**config.mk**
```make
export PLATFORM = sky130hd
export DESIGN_NAME = alu_status_unit
export DESIGN_NICKNAME = d
export VERILOG_FILES = /design/src/rtl/alu_status_pkg.sv /design/src/rtl/alu_arith_core.sv /design/src/rtl/alu_flag_calc.sv /design/src/rtl/alu_status_reg.sv /design/src/rtl/alu_status_unit.sv
export SDC_FILE = /design/constraint.sdc
export NUM_CORES = 1
export LEC_CHECK = 0
export ABC_CLOCK_PERIOD_IN_PS = 4240
export CORE_ASPECT_RATIO = 1.4
export CORE_MARGIN = 2
export CORE_UTILIZATION = 39
export CTS_CLUSTER_DIAMETER = 120
export CTS_CLUSTER_SIZE = 20
export DETAILED_ROUTE_END_ITERATION = 10
export PLACE_DENSITY = 0.8
export SKIP_CTS_REPAIR_TIMING = 1
export SLEW_MARGIN = 30
export SYNTH_ARGS = -nofsm -noshare
export SYNTH_HDL_FRONTEND = slang
export SYNTH_HIERARCHICAL = 1
export SYNTH_SLANG_ARGS = --single-unit
```
**constraint.sdc**
```tcl
create_clock -name clk -period 4.24 [get_ports clk]
set_input_delay 0.848 -clock clk [delete_from_list [all_inputs] [get_ports clk]]
set_output_delay 0.848 -clock clk [all_outputs]
set_load 0.005 [all_outputs]
```
**src/rtl/alu_status_pkg.sv**
```systemverilog
package alu_status_pkg;

   typedef enum logic [1:0] {
      ALU_ADD = 2'd0,
      ALU_SUB = 2'd1,
      ALU_CMP = 2'd2,
      ALU_RSV = 2'd3
   } alu_op_e;

   localparam int SR_BITS   = 8;
   localparam int ARITH_CNT = 6;

   localparam int FLG_C = 0;
   localparam int FLG_Z = 1;
   localparam int FLG_N = 2;
   localparam int FLG_V = 3;
   localparam int FLG_S = 4;
   localparam int FLG_H = 5;
   localparam int FLG_T = 6;
   localparam int FLG_I = 7;

endpackage

```
**src/rtl/alu_arith_core.sv**
```systemverilog
module alu_arith_core #(
   parameter int WIDTH  = 8,
   parameter bit RIPPLE = 1'b1
) (
   input  logic [WIDTH-1:0] a,
   input  logic [WIDTH-1:0] b,
   input  logic             sub,
   output logic [WIDTH-1:0] sum,
   output logic             c_half,
   output logic             c_top_in,
   output logic             c_out
);
   localparam int HALF = WIDTH / 2;

   logic [WIDTH-1:0] b_eff;
   assign b_eff = sub ? ~b : b;

   generate
      if (RIPPLE) begin : g_ripple
         logic [WIDTH:0] cy;
         assign cy[0] = sub;
         for (genvar i = 0; i < WIDTH; i++) begin : g_bit
            assign sum[i]  = a[i] ^ b_eff[i] ^ cy[i];
            assign cy[i+1] = (a[i] & b_eff[i]) | (a[i] & cy[i]) | (b_eff[i] & cy[i]);
         end
         assign c_half   = cy[HALF];
         assign c_top_in = cy[WIDTH-1];
         assign c_out    = cy[WIDTH];
      end else begin : g_split
         logic [HALF:0]    lo_sum;
         logic [WIDTH-1:0] top_sum;
         logic [WIDTH:0]   full_sum;
         assign lo_sum   = {1'b0, a[HALF-1:0]} + {1'b0, b_eff[HALF-1:0]}
                           + {{HALF{1'b0}}, sub};
         assign top_sum  = {1'b0, a[WIDTH-2:0]} + {1'b0, b_eff[WIDTH-2:0]}
                           + {{(WIDTH-1){1'b0}}, sub};
         assign full_sum = {1'b0, a} + {1'b0, b_eff} + {{WIDTH{1'b0}}, sub};
         assign sum      = full_sum[WIDTH-1:0];
         assign c_half   = lo_sum[HALF];
         assign c_top_in = top_sum[WIDTH-1];
         assign c_out    = full_sum[WIDTH];
      end
   endgenerate

endmodule

```
**src/rtl/alu_flag_calc.sv**
```systemverilog
module alu_flag_calc
   import alu_status_pkg::*;
#(
   parameter int WIDTH = 8
) (
   input  logic [WIDTH-1:0]     sum,
   input  logic                 sub,
   input  logic                 c_half,
   input  logic                 c_top_in,
   input  logic                 c_out,
   output logic [ARITH_CNT-1:0] aflags
);
   logic neg, ovf;

   always_comb begin
      neg = sum[WIDTH-1];
      ovf = c_top_in ^ c_out;
      aflags        = '0;
      aflags[FLG_C] = sub ? ~c_out : c_out;
      aflags[FLG_Z] = (sum == '0);
      aflags[FLG_N] = neg;
      aflags[FLG_V] = ovf;
      aflags[FLG_S] = neg ^ ovf;
      aflags[FLG_H] = sub ? ~c_half : c_half;
   end

endmodule

```
**src/rtl/alu_status_reg.sv**
```systemverilog
module alu_status_reg
   import alu_status_pkg::*;
(
   input  logic                 clk,
   input  logic                 rst,
   input  logic                 upd,
   input  logic [ARITH_CNT-1:0] aflags,
   input  logic                 bit_we,
   input  logic                 bit_sel,
   input  logic                 bit_val,
   output logic [SR_BITS-1:0]   status
);
   logic [SR_BITS-1:0] nxt;

   always_comb begin
      nxt = status;
      if (upd) nxt[ARITH_CNT-1:0] = aflags;
      if (bit_we) begin
         if (bit_sel) nxt[FLG_I] = bit_val;
         else         nxt[FLG_T] = bit_val;
      end
   end

   always_ff @(posedge clk) begin
      if (rst) status <= '0;
      else     status <= nxt;
   end

   assert_hold_R11: assert property (@(posedge clk) disable iff (rst)
      (!upd && !bit_we) |=> $stable(status));

   assert_ti_port_only_R12: assert property (@(posedge clk) disable iff (rst)
      !bit_we |=> $stable(status[FLG_I:FLG_T]));

   assert_sign_xor_R7: assert property (@(posedge clk) disable iff (rst)
      status[FLG_S] == (status[FLG_N] ^ status[FLG_V]));

endmodule

```
**src/rtl/alu_status_unit.sv**
```systemverilog
module alu_status_unit
   import alu_status_pkg::*;
#(
   parameter int WIDTH  = 8,
   parameter bit RIPPLE = 1'b1
) (
   input  logic             clk,
   input  logic             rst,
   input  logic             op_valid,
   input  logic [1:0]       op_sel,
   input  logic [WIDTH-1:0] opa,
   input  logic [WIDTH-1:0] opb,
   input  logic             bit_we,
   input  logic             bit_sel,
   input  logic             bit_val,
   output logic [WIDTH-1:0] result,
   output logic             result_we,
   output logic [7:0]       status
);
   generate
      if (WIDTH < 4 || (WIDTH % 2) != 0) begin : g_bad_width
         $error("alu_status_unit: WIDTH must be even and at least 4");
      end
   endgenerate

   logic                 is_add, is_sub, is_cmp;
   logic                 do_flags, do_write, sub_mode;
   logic [WIDTH-1:0]     sum;
   logic                 c_half, c_top_in, c_out;
   logic [ARITH_CNT-1:0] aflags;

   assign is_add   = op_sel == ALU_ADD;
   assign is_sub   = op_sel == ALU_SUB;
   assign is_cmp   = op_sel == ALU_CMP;
   assign do_flags = op_valid && (is_add || is_sub || is_cmp);
   assign do_write = op_valid && (is_add || is_sub);
   assign sub_mode = !is_add;

   alu_arith_core #(.WIDTH(WIDTH), .RIPPLE(RIPPLE)) u_core (
      .a(opa), .b(opb), .sub(sub_mode),
      .sum(sum), .c_half(c_half), .c_top_in(c_top_in), .c_out(c_out)
   );

   alu_flag_calc #(.WIDTH(WIDTH)) u_flags (
      .sum(sum), .sub(sub_mode), .c_half(c_half),
      .c_top_in(c_top_in), .c_out(c_out), .aflags(aflags)
   );

   alu_status_reg u_sr (
      .clk(clk), .rst(rst), .upd(do_flags), .aflags(aflags),
      .bit_we(bit_we), .bit_sel(bit_sel), .bit_val(bit_val), .status(status)
   );

   always_ff @(posedge clk) begin
      if (rst) begin
         result    <= '0;
         result_we <= 1'b0;
      end else begin
         result_we <= do_write;
         if (do_write) result <= sum;
      end
   end

   assert_cmp_no_write_R9: assert property (@(posedge clk) disable iff (rst)
      (op_valid && is_cmp) |=> (!result_we && $stable(result)));

   assert_we_single_R10: assert property (@(posedge clk) disable iff (rst)
      !do_write |=> !result_we);

   assert_zero_match_R4: assert property (@(posedge clk) disable iff (rst)
      result_we |-> (status[FLG_Z] == (result == '0)));

   assert_neg_match_R5: assert property (@(posedge clk) disable iff (rst)
      result_we |-> (status[FLG_N] == result[WIDTH-1]));

endmodule

```
# Word-level counts from Yosys, hierarchy flattened
# Cells that the tools add are included.
[totals]
regBits = 17
input_bits = 24
[classes]
n_eq_ne = 2
n_reduce_logical = 9
bitwise = 62
mux = 3
[op_table]
columns = ["op", "n"]
rows = [
  ["1-bit AND", 24],
  ["1-bit XOR", 18],
  ["1-bit OR", 16],
  ["8-bit zero test", 1],
  ["8-bit two-way mux", 1],
  ["8-bit NOT", 1],
  ["2-bit AND reduction", 2],
  ["1-bit NOT", 3],
  ["2-bit by 1-bit == test with 1-bit output (second input constant)", 1],
  ["2-bit == test (second input constant)", 1],
  ["1-bit logical AND", 2],
  ["2-bit zero test", 1],
  ["1-bit logical OR", 2],
  ["1-bit two-way mux", 2],
  ["1-bit zero test", 1],
]

# Depth between registers and ports, before layout
# Gate-level depths: netlist of run 1.
[depth]
depth_word = 28
depth_mapped = 18
depth_no_buf = 16

# By module
# Netlist of run 1, hierarchy kept.
[by_module_without_submodules]
columns = ["mod", "n_inst", "cells_each", "area_each_um2"]
rows = [
  ["alu_status_unit", 1, 39, 404.1],
  ["alu_status_reg", 1, 29, 322.8],
  ["alu_arith_core", 1, 34, 312.8],
  ["alu_flag_calc", 1, 9, 68.8],
]

# Worst setup path before layout of run 1
# OpenSTA, ideal clock, no wires.
[synth_path]
kind = "input -> register"
from = "in op_sel[1]"
to = "reg u_sr.status[1]"
n_path_buf = 2
arrival_time_ns = 4.528
setup_time_ns = 0.064
required_ns = 4.176
setup_slack_ns = -0.352
path_stages = 17
path_cell_list = "clkbuf_1 -> or2_2 -> buf_6 -> xor2_1 -> fa_1 -> inv_1 -> fa_1 -> fa_1 -> inv_1 -> o22ai_1 -> fa_1 -> fa_1 -> xnor2_1 -> or4_1 -> nor2_1 -> mux2i_1 -> nor2_1"
[synth_via]
elab_chain_cells = 25
[synth_lines]
columns = ["item", "line", "source"]
rows = [
  ["start: declaration", "alu_status_unit.sv:10", "input logic [1:0] op_sel,"],
  ["2-bit zero test *", "alu_status_unit.sv:32", "assign is_add = op_sel == ALU_ADD;"],
  ["1-bit zero test *", "alu_status_unit.sv:37", "assign sub_mode = !is_add;"],
  ["net sub_mode", "alu_status_unit.sv:27", "logic do_flags, do_write, sub_mode;"],
  ["1-bit AND", "alu_arith_core.sv:24", "assign cy[i+1] = (a[i] & b_eff[i]) | (a[i] & cy[i]) | (b_eff[i] & cy[i]);"],
  ["1-bit OR", "alu_arith_core.sv:24", ""],
  ["1-bit OR *", "alu_arith_core.sv:24", ""],
  ["1-bit AND", "alu_arith_core.sv:24", ""],
  ["1-bit OR", "alu_arith_core.sv:24", ""],
  ["[7 not listed]", "-", ""],
  ["net c_half", "alu_status_unit.sv:29", "logic c_half, c_top_in, c_out;"],
  ["[5 not listed]", "-", ""],
  ["1-bit OR *", "alu_arith_core.sv:24", ""],
  ["1-bit AND", "alu_arith_core.sv:24", ""],
  ["1-bit OR", "alu_arith_core.sv:24", ""],
  ["1-bit OR *", "alu_arith_core.sv:24", ""],
  ["1-bit XOR *", "alu_arith_core.sv:23", "assign sum[i] = a[i] ^ b_eff[i] ^ cy[i];"],
  ["net sum[7]", "alu_status_unit.sv:28", "logic [WIDTH-1:0] sum;"],
  ["8-bit zero test *", "alu_flag_calc.sv:20", "aflags[FLG_Z] = (sum == '0);"],
  ["net aflags[1]", "alu_status_unit.sv:30", "logic [ARITH_CNT-1:0] aflags;"],
  ["end signal: assignment", "alu_status_reg.sv:26", "else status <= nxt;"],
  ["end: declaration", "alu_status_reg.sv:11", "output logic [SR_BITS-1:0] status"],
]
# Mark *: on every way through the listed nets, which the timed path passes. The rest lies on a longest branch.
# A chain may end at the register's enable or synchronous reset.

# Worst setup path after layout of run 1
# Same ends and word-level chain as after synthesis.

==> out/qor.csv, run 1 <==
stage;metric;value;unit
global_routing;grt_pass1_vias;882;
global_routing;antenna_found_initial;0;
timing;slew_headroom;51.2;%
timing;max_freq;0.242;GHz
synth;synth_seq_area_share;30.7;%
clocking;cts_tree;done;
floorplanning;ios;41;
final_layout;drive_above_1_share;22.4;%
route;antenna_left;0;
setup_path;crit_type;in -> reg;
route;vias_per_cell;4.78;
timing;final_max_slew_viol_count;0;
setup_path;r2r_start;u_sr/status[7]$_SDFFE_PP0P_;
pwr;leakage;0.718;nW
floorplanning;die_w;49.1;um
global_routing;grtUsageTotal;14.7;%
timing;min_period;4.13;ns
route;drt-initial-drc-count;13;
synth;syn_nets;142;
route;num_vias;941;
clocking;clkSinkCount;17;
setup_path;cp_common_cell;fa_2;
route;wl_per_cell;12.0;um
run_status;status;finished clean;
synth;synth_warnings;6;
setup_path;worstPathCellList;dlymetal6s2s_1 -> or2_4 -> xor2_4 -> fa_2 -> inv_1 -> fa_2 -> fa_2 -> inv_2 -> o22ai_2 -> fa_2 -> fa_2 -> xnor2_2 -> or4_1 -> nor2_1 -> mux2i_1 -> nor2_1;
clocking;h-tree-depth;1;
placement;dp_hpwl;1930;um
job;maxCapViolCount;0;
clocking;insertion_delay;0.29;ns
floorplanning;die_h;67.1;um
clocking;cts_made_buffers;3;
synth;yosysUniqueCellTypes;29;
global_routing;gr-total-overflow;0;
synth;synthesis.area;0.00111;mm^2
setup_path;max_stage_delay;0.47;ns
final_layout;fin_nets;193;
setup_path;r2r_cells;2;
clocking;ctsRootBufferMaster;clkbuf_4;
clocking;clockBufferDepth;2;
setup_path;cp.arrival;4.36;ns
setup_path;start_kind;input port;
route;post-route-drc-count;0;
floorplanning;die_area;0.00329;mm^2
setup_path;crit_slowest_cell;or4_1;
synth;async_flop_share;0;%
timing;setup_tns;0;ns
floorplanning;coreArea;0.00267;mm^2
setup_path;r2r_end;u_sr/status[7]$_SDFFE_PP0P_;
final_layout;final_cell_mix;clkdlybuf4s50_1 (35), dfxtp_1 (17), buf_4 (13);
timing;setup_viol;0;
pwr;irDropWorstVdd;189;uV
synth;syn_inst;111;
floorplanning;initial_core_util;41.5;%
placement;gp_congestion;0.723;
final_layout;nFillCells;222;
setup_path;worst_setup_path_end_kind;register;
synth;synthFlopType;dfxtp_1;
final_layout;synthToLayoutAreaGrowth;52.8;%
synth;ys_seq_elements;17;
synth;synth_edf_count;0;
placement;io_buffers;40;
hold_path;hold-path-endpoint;result[7]$_SDFFE_PP0P_;
hold_path;worstHoldStart;result[7]$_SDFFE_PP0P_;
route;drtPass1Iterations;4;
global_routing;grt_pass1_wl;3640;um
hold_path;hp-class;reg -> reg;
floorplanning;std_cell_rows;22;
clocking;clk_pin_slew;0.11;ns
pwr;power.density;278;mW/mm^2
timing;finalCritPeriodShare;97.4;%
setup_path;crit_fanout;3;
final_layout;antenna_cells;0;
global_routing;grt_max_degree;27;
timing;finalClockSkew;0;ns
setup_path;ff2ff_setup_slack;3.50;ns
timing;hold_viol;0;
setup_path;worstPathRequired;4.47;ns
synth;avgSynthCellArea;9.99;um^2
hold_path;hold_depth;2;
final_layout;fin_util;63.4;%
timing;worst_slew_pin_slew;0.730;ns
final_layout;layout_commonest_cell;clkdlybuf4s50_1;
route;drt-total-wl;2360;um
worst max-delay path: cells and delay by family:
kind	cells	cell delay (ns)
buffers and inverters	3	0.29
AOI/OAI and AO/OA	1	0.09
and+or+nand+nor	4	0.93
adders and majority gates	5	1.84
muxes	1	0.07
xor gates and xnor gates	2	0.30
cell usage after synthesis, types with 2 or more instances:
| cell | count | area (um^2) |
|---|---|---|
| dfxtp_1 | 17 | 340 |
| inv_1 | 11 | 41.3 |
| nand4bb_1 | 9 | 101 |
| nand2b_1 | 8 | 50.1 |
| o21ai_0 | 8 | 40.0 |
| nor2_1 | 7 | 26.3 |
| xor2_1 | 7 | 61.3 |
| mux2i_1 | 6 | 60.1 |
| xnor2_1 | 6 | 52.6 |
| fa_1 | 5 | 100 |
| buf_6 | 3 | 33.8 |
| or2_2 | 3 | 18.8 |
| buf_4 | 2 | 15.0 |
| clkbuf_1 | 2 | 7.51 |
| ha_1 | 2 | 25.0 |
| or4_1 | 2 | 15.0 |
layout make-up:
| cell class | instances | area, um^2 | share of cell area (%) |
|---|---|---|---|
| timing repair buffer | 53 | 510 | 30.1 |
| multi-input combinational | 76 | 729 | 43.1 |
| inverter | 11 | 41.3 | 2.44 |
| clock buffer | 3 | 22.5 | 1.33 |
| clock inverter | 1 | 5.00 | 0.295 |
| sequential | 17 | 340 | 20.1 |
| tap | 36 | 45.0 | 2.66 |
state kept, by name (all words and copies together) (netlist names):
| register | flops |
|---|---|
| u_sr/status | 8 |
| result_we | 1 |
| result | 8 |
worst max-delay path by stage:
stage                   start                           to  slack [ns]
CTS                 op_sel[1]  u_sr/status[1]$_SDFFE_PP0P_       -0.09
global route        op_sel[1]  u_sr/status[1]$_SDFFE_PP0P_       -0.01
global placement    op_sel[1]  u_sr/status[1]$_SDFFE_PP0P_       -0.31
detailed placement  op_sel[0]  u_sr/status[1]$_SDFFE_PP0P_       -0.41
finish              op_sel[1]  u_sr/status[1]$_SDFFE_PP0P_        0.11
floorplan           op_sel[1]  u_sr/status[1]$_SDFFE_PP0P_       -0.12
logic make-up (layout without fill, tap and decap cells):
kind of cell               after synthesis  in the layout  synth area share (%)
buffers and inverters                   18             68                  8.80
xor gates and xnor gates                14             14                  11.7
muxes                                    7              7                  6.43
AOI/OAI and AO/OA                       14             14                  7.56
and+or+nand+nor                         34             34                  23.5
adders and majority gates                7              7                  11.3
DFF                                     17             17                  30.7
where the power goes:
part | internal [mW] | leakage, nW | switching [mW]
logic | 0.122 | 0.561 | 0.0789
clock network | 0.0351 | 0.0177 | 0.0530
registers | 0.175 | 0.139 | 0.00784
per-layer routing:
layer	share of wire [%]	vias to the layer above	global-route usage (%)
li1	-	463	-
met1	38	443	14.6
met2	57	31	28.7
met3	3.5	4	0.448
met4	2.2	0	10.7
met5	0	-	0
stage by stage:
step                setup WS, ns  instances  cell area [um^2]  hold WS, ns  power, mW
floorplan                 -0.120        111              1140        0.466      0.291
global placement          -0.307        192              1620        0.464      0.374
detailed placement        -0.410        192              1620        0.466      0.381
CTS                      -0.0949        196              1650        0.482      0.467
global route             -0.0110        197              1690        0.506      0.500
finish                     0.111        197              1690        0.476      0.471
No activity file was read; power rests on OpenSTA's default activity.
==> run 2: changes to the inputs <==
- CAP_MARGIN: unset -> 25
==> results of run 2 <==
The final DEF is identical to that of run 1; final timing and power are the same.
==> run 3: changes to the inputs <==
--- a/constraint.sdc
+++ b/constraint.sdc
@@ -3,2 +3,2 @@
 set_output_delay 0.848 -clock clk [all_outputs]
-set_load 0.005 [all_outputs]
+set_load 0.02 [all_outputs]
==> out/qor.csv, run 3 (synthesis results as in run 1) <==
stage;metric;value;unit;change
final_layout;antenna_cells;0;;unchanged
timing;whs;0.481;ns;+0.00444 ns
placement;gp_congestion;0.724;;+0.11%
final_layout;top_regs;result: 8 flops, u_sr/status: 8 flops, result_we: 1 flops;;
setup_path;worst_setup_path_end_kind;register;;
timing;setup_ws;0.0745;ns;-0.0360 ns
setup_path;worstPathCellList;dlymetal6s2s_1 -> or2_4 -> xor2_4 -> fa_2 -> inv_1 -> fa_2 -> fa_2 -> inv_2 -> o22ai_2 -> fa_2 -> fa_2 -> xnor2_2 -> or4_1 -> nor2_1 -> mux2i_1 -> nor2_1;;
route;post-route-drc-count;0;;unchanged
timing;max_freq;0.240;GHz;-0.87%
floorplanning;die_area;0.00329;mm^2;unchanged
floorplanning;coreArea;0.00267;mm^2;unchanged
final_layout;nFillCells;232;;+4.5%
global_routing;grtUsageTotal;14.1;%;-0.55 points
global_routing;antenna_found_initial;0;;unchanged
pwr;power.density;283;mW/mm^2;+1.8%
timing;finalCritPeriodShare;98.2;%;+0.85 points
timing;worst_slew_pin_slew;0.705;ns;-0.0247 ns
setup_path;crit_type;in -> reg;;
global_routing;gr-total-overflow;0;;unchanged
clocking;cts_tree;done;;
setup_path;start_kind;input port;;
timing;finalClockSkew;0;ns;unchanged
timing;setup_tns;0;ns;unchanged
clocking;clkSinkCount;17;;unchanged
clocking;clk_pin_slew;0.09;ns;-0.02 ns
floorplanning;die_h;67.1;um;unchanged
route;drt-total-wl;2340;um;-0.72%
route;vias_per_cell;4.57;;-4.3%
final_layout;drive_above_1_share;21.1;%;-1.2 points
floorplanning;std_cell_rows;22;;unchanged
timing;final_max_slew_viol_count;0;;unchanged
setup_path;crit_slowest_cell;or4_1;;
placement;io_buffers;40;;unchanged
setup_path;worstPathRequired;4.45;ns;-0.02 ns
placement;place_ws;-0.422;ns;-0.0119 ns
clocking;clockBufferDepth;2;;unchanged
timing;min_period;4.17;ns;+0.0360 ns
clocking;insertion_delay;0.28;ns;about the same
placement;dp_hpwl;1920;um;-0.38%
setup_path;cp.arrival;4.38;ns;+0.02 ns
job;maxCapViolCount;0;;unchanged
global_routing;grt_pass1_wl;3580;um;-1.5%
route;drt-initial-drc-count;10;;-3
final_layout;final_cell_mix;clkdlybuf4s50_1 (35), dfxtp_1 (17), buf_4 (13);;
run_status;status;finished clean;;
timing;setup_viol;0;;unchanged
route;num_vias;901;;-4.3%
route;drtPass1Iterations;4;;unchanged
global_routing;grt_pass1_vias;865;;-1.9%
hold_path;hp-class;reg -> reg;;
clocking;h-tree-depth;1;;unchanged
floorplanning;ios;41;;unchanged
timing;slew_headroom;52.9;%;+1.7 points
pwr;leakage;0.714;nW;-0.57%
clocking;ctsRootBufferMaster;clkbuf_4;;
final_layout;synthToLayoutAreaGrowth;52.0;%;
final_layout;layout_commonest_cell;clkdlybuf4s50_1;;
floorplanning;die_w;49.1;um;unchanged
global_routing;grt_max_degree;27;;unchanged
setup_path;max_stage_delay;0.46;ns;about the same
setup_path;crit_fanout;4;;+1
pwr;irDropWorstVdd;193;uV;+2.3%
setup_path;cp_common_cell;fa_2;;
final_layout;fin_nets;193;;unchanged
timing;hold_viol;0;;unchanged
clocking;cts_made_buffers;3;;unchanged
floorplanning;initial_core_util;41.5;%;unchanged
route;antenna_left;0;;unchanged
route;wl_per_cell;11.9;um;-0.72%
[run 3: metrics by stage]
stage,area (um^2),total power [mW],util (%),cells
after floorplan,1130,0.306,-,111
after global placement,1620,0.386,60.6,193
after detailed placement,1620,0.393,60.6,193
after CTS,1640,0.476,61.6,197
after global routing,1690,0.511,63.1,197
final,1690,0.477,63.1,197
[run 3: path summary, 6_finish.rpt]
kind | from | end | slack (ns) | cells after the start
setup / recovery | op_sel[1] | u_sr/status[1]$_SDFFE_PP0P_ | 0.07 | 16
hold / removal | result[7]$_SDFFE_PP0P_ | result[7]$_SDFFE_PP0P_ | 0.48 | 2
setup reg to reg | u_sr/status[7]$_SDFFE_PP0P_ | u_sr/status[7]$_SDFFE_PP0P_ | 3.50 | 2
hold reg to reg | result[7]$_SDFFE_PP0P_ | result[7]$_SDFFE_PP0P_ | 0.48 | 2
[run 3: metal layers]
metal	GRT usage (%)	up-vias	share of wire (%)
met5	0	-	0
met4	7.50	0	1.2
met3	1.57	2	2.9
met2	28.4	18	58
met1	13.9	417	37
li1	-	464	-
[run 3: layout make-up]
cell class	instances	area, um^2	area share (%)
Timing Repair Buffer	53	510	30.3
Multi-Input combinational cell	76	722	42.8
Sequential cell	17	340	20.2
Clock buffer	4	26.3	1.56
Tap cell	36	45.0	2.67
Inverter	11	41.3	2.45
[run 3: where the power goes]
group	switching, mW	leakage (nW)	internal (mW)
clock	0.0466	0.0150	0.0365
sequential	0.00755	0.139	0.175
combinational	0.0944	0.560	0.118
[run 3: critical path: cells and delay by family]
kind                     cells  cell delay (ns)
AO/OA/AOI/OAI                1             0.09
XOR/XNOR                     2             0.29
adder cells (fa/ha/maj)      5             1.84
buffers and inverters        3             0.26
multiplexers                 1             0.08
AND/OR/NAND/NOR              4             0.95
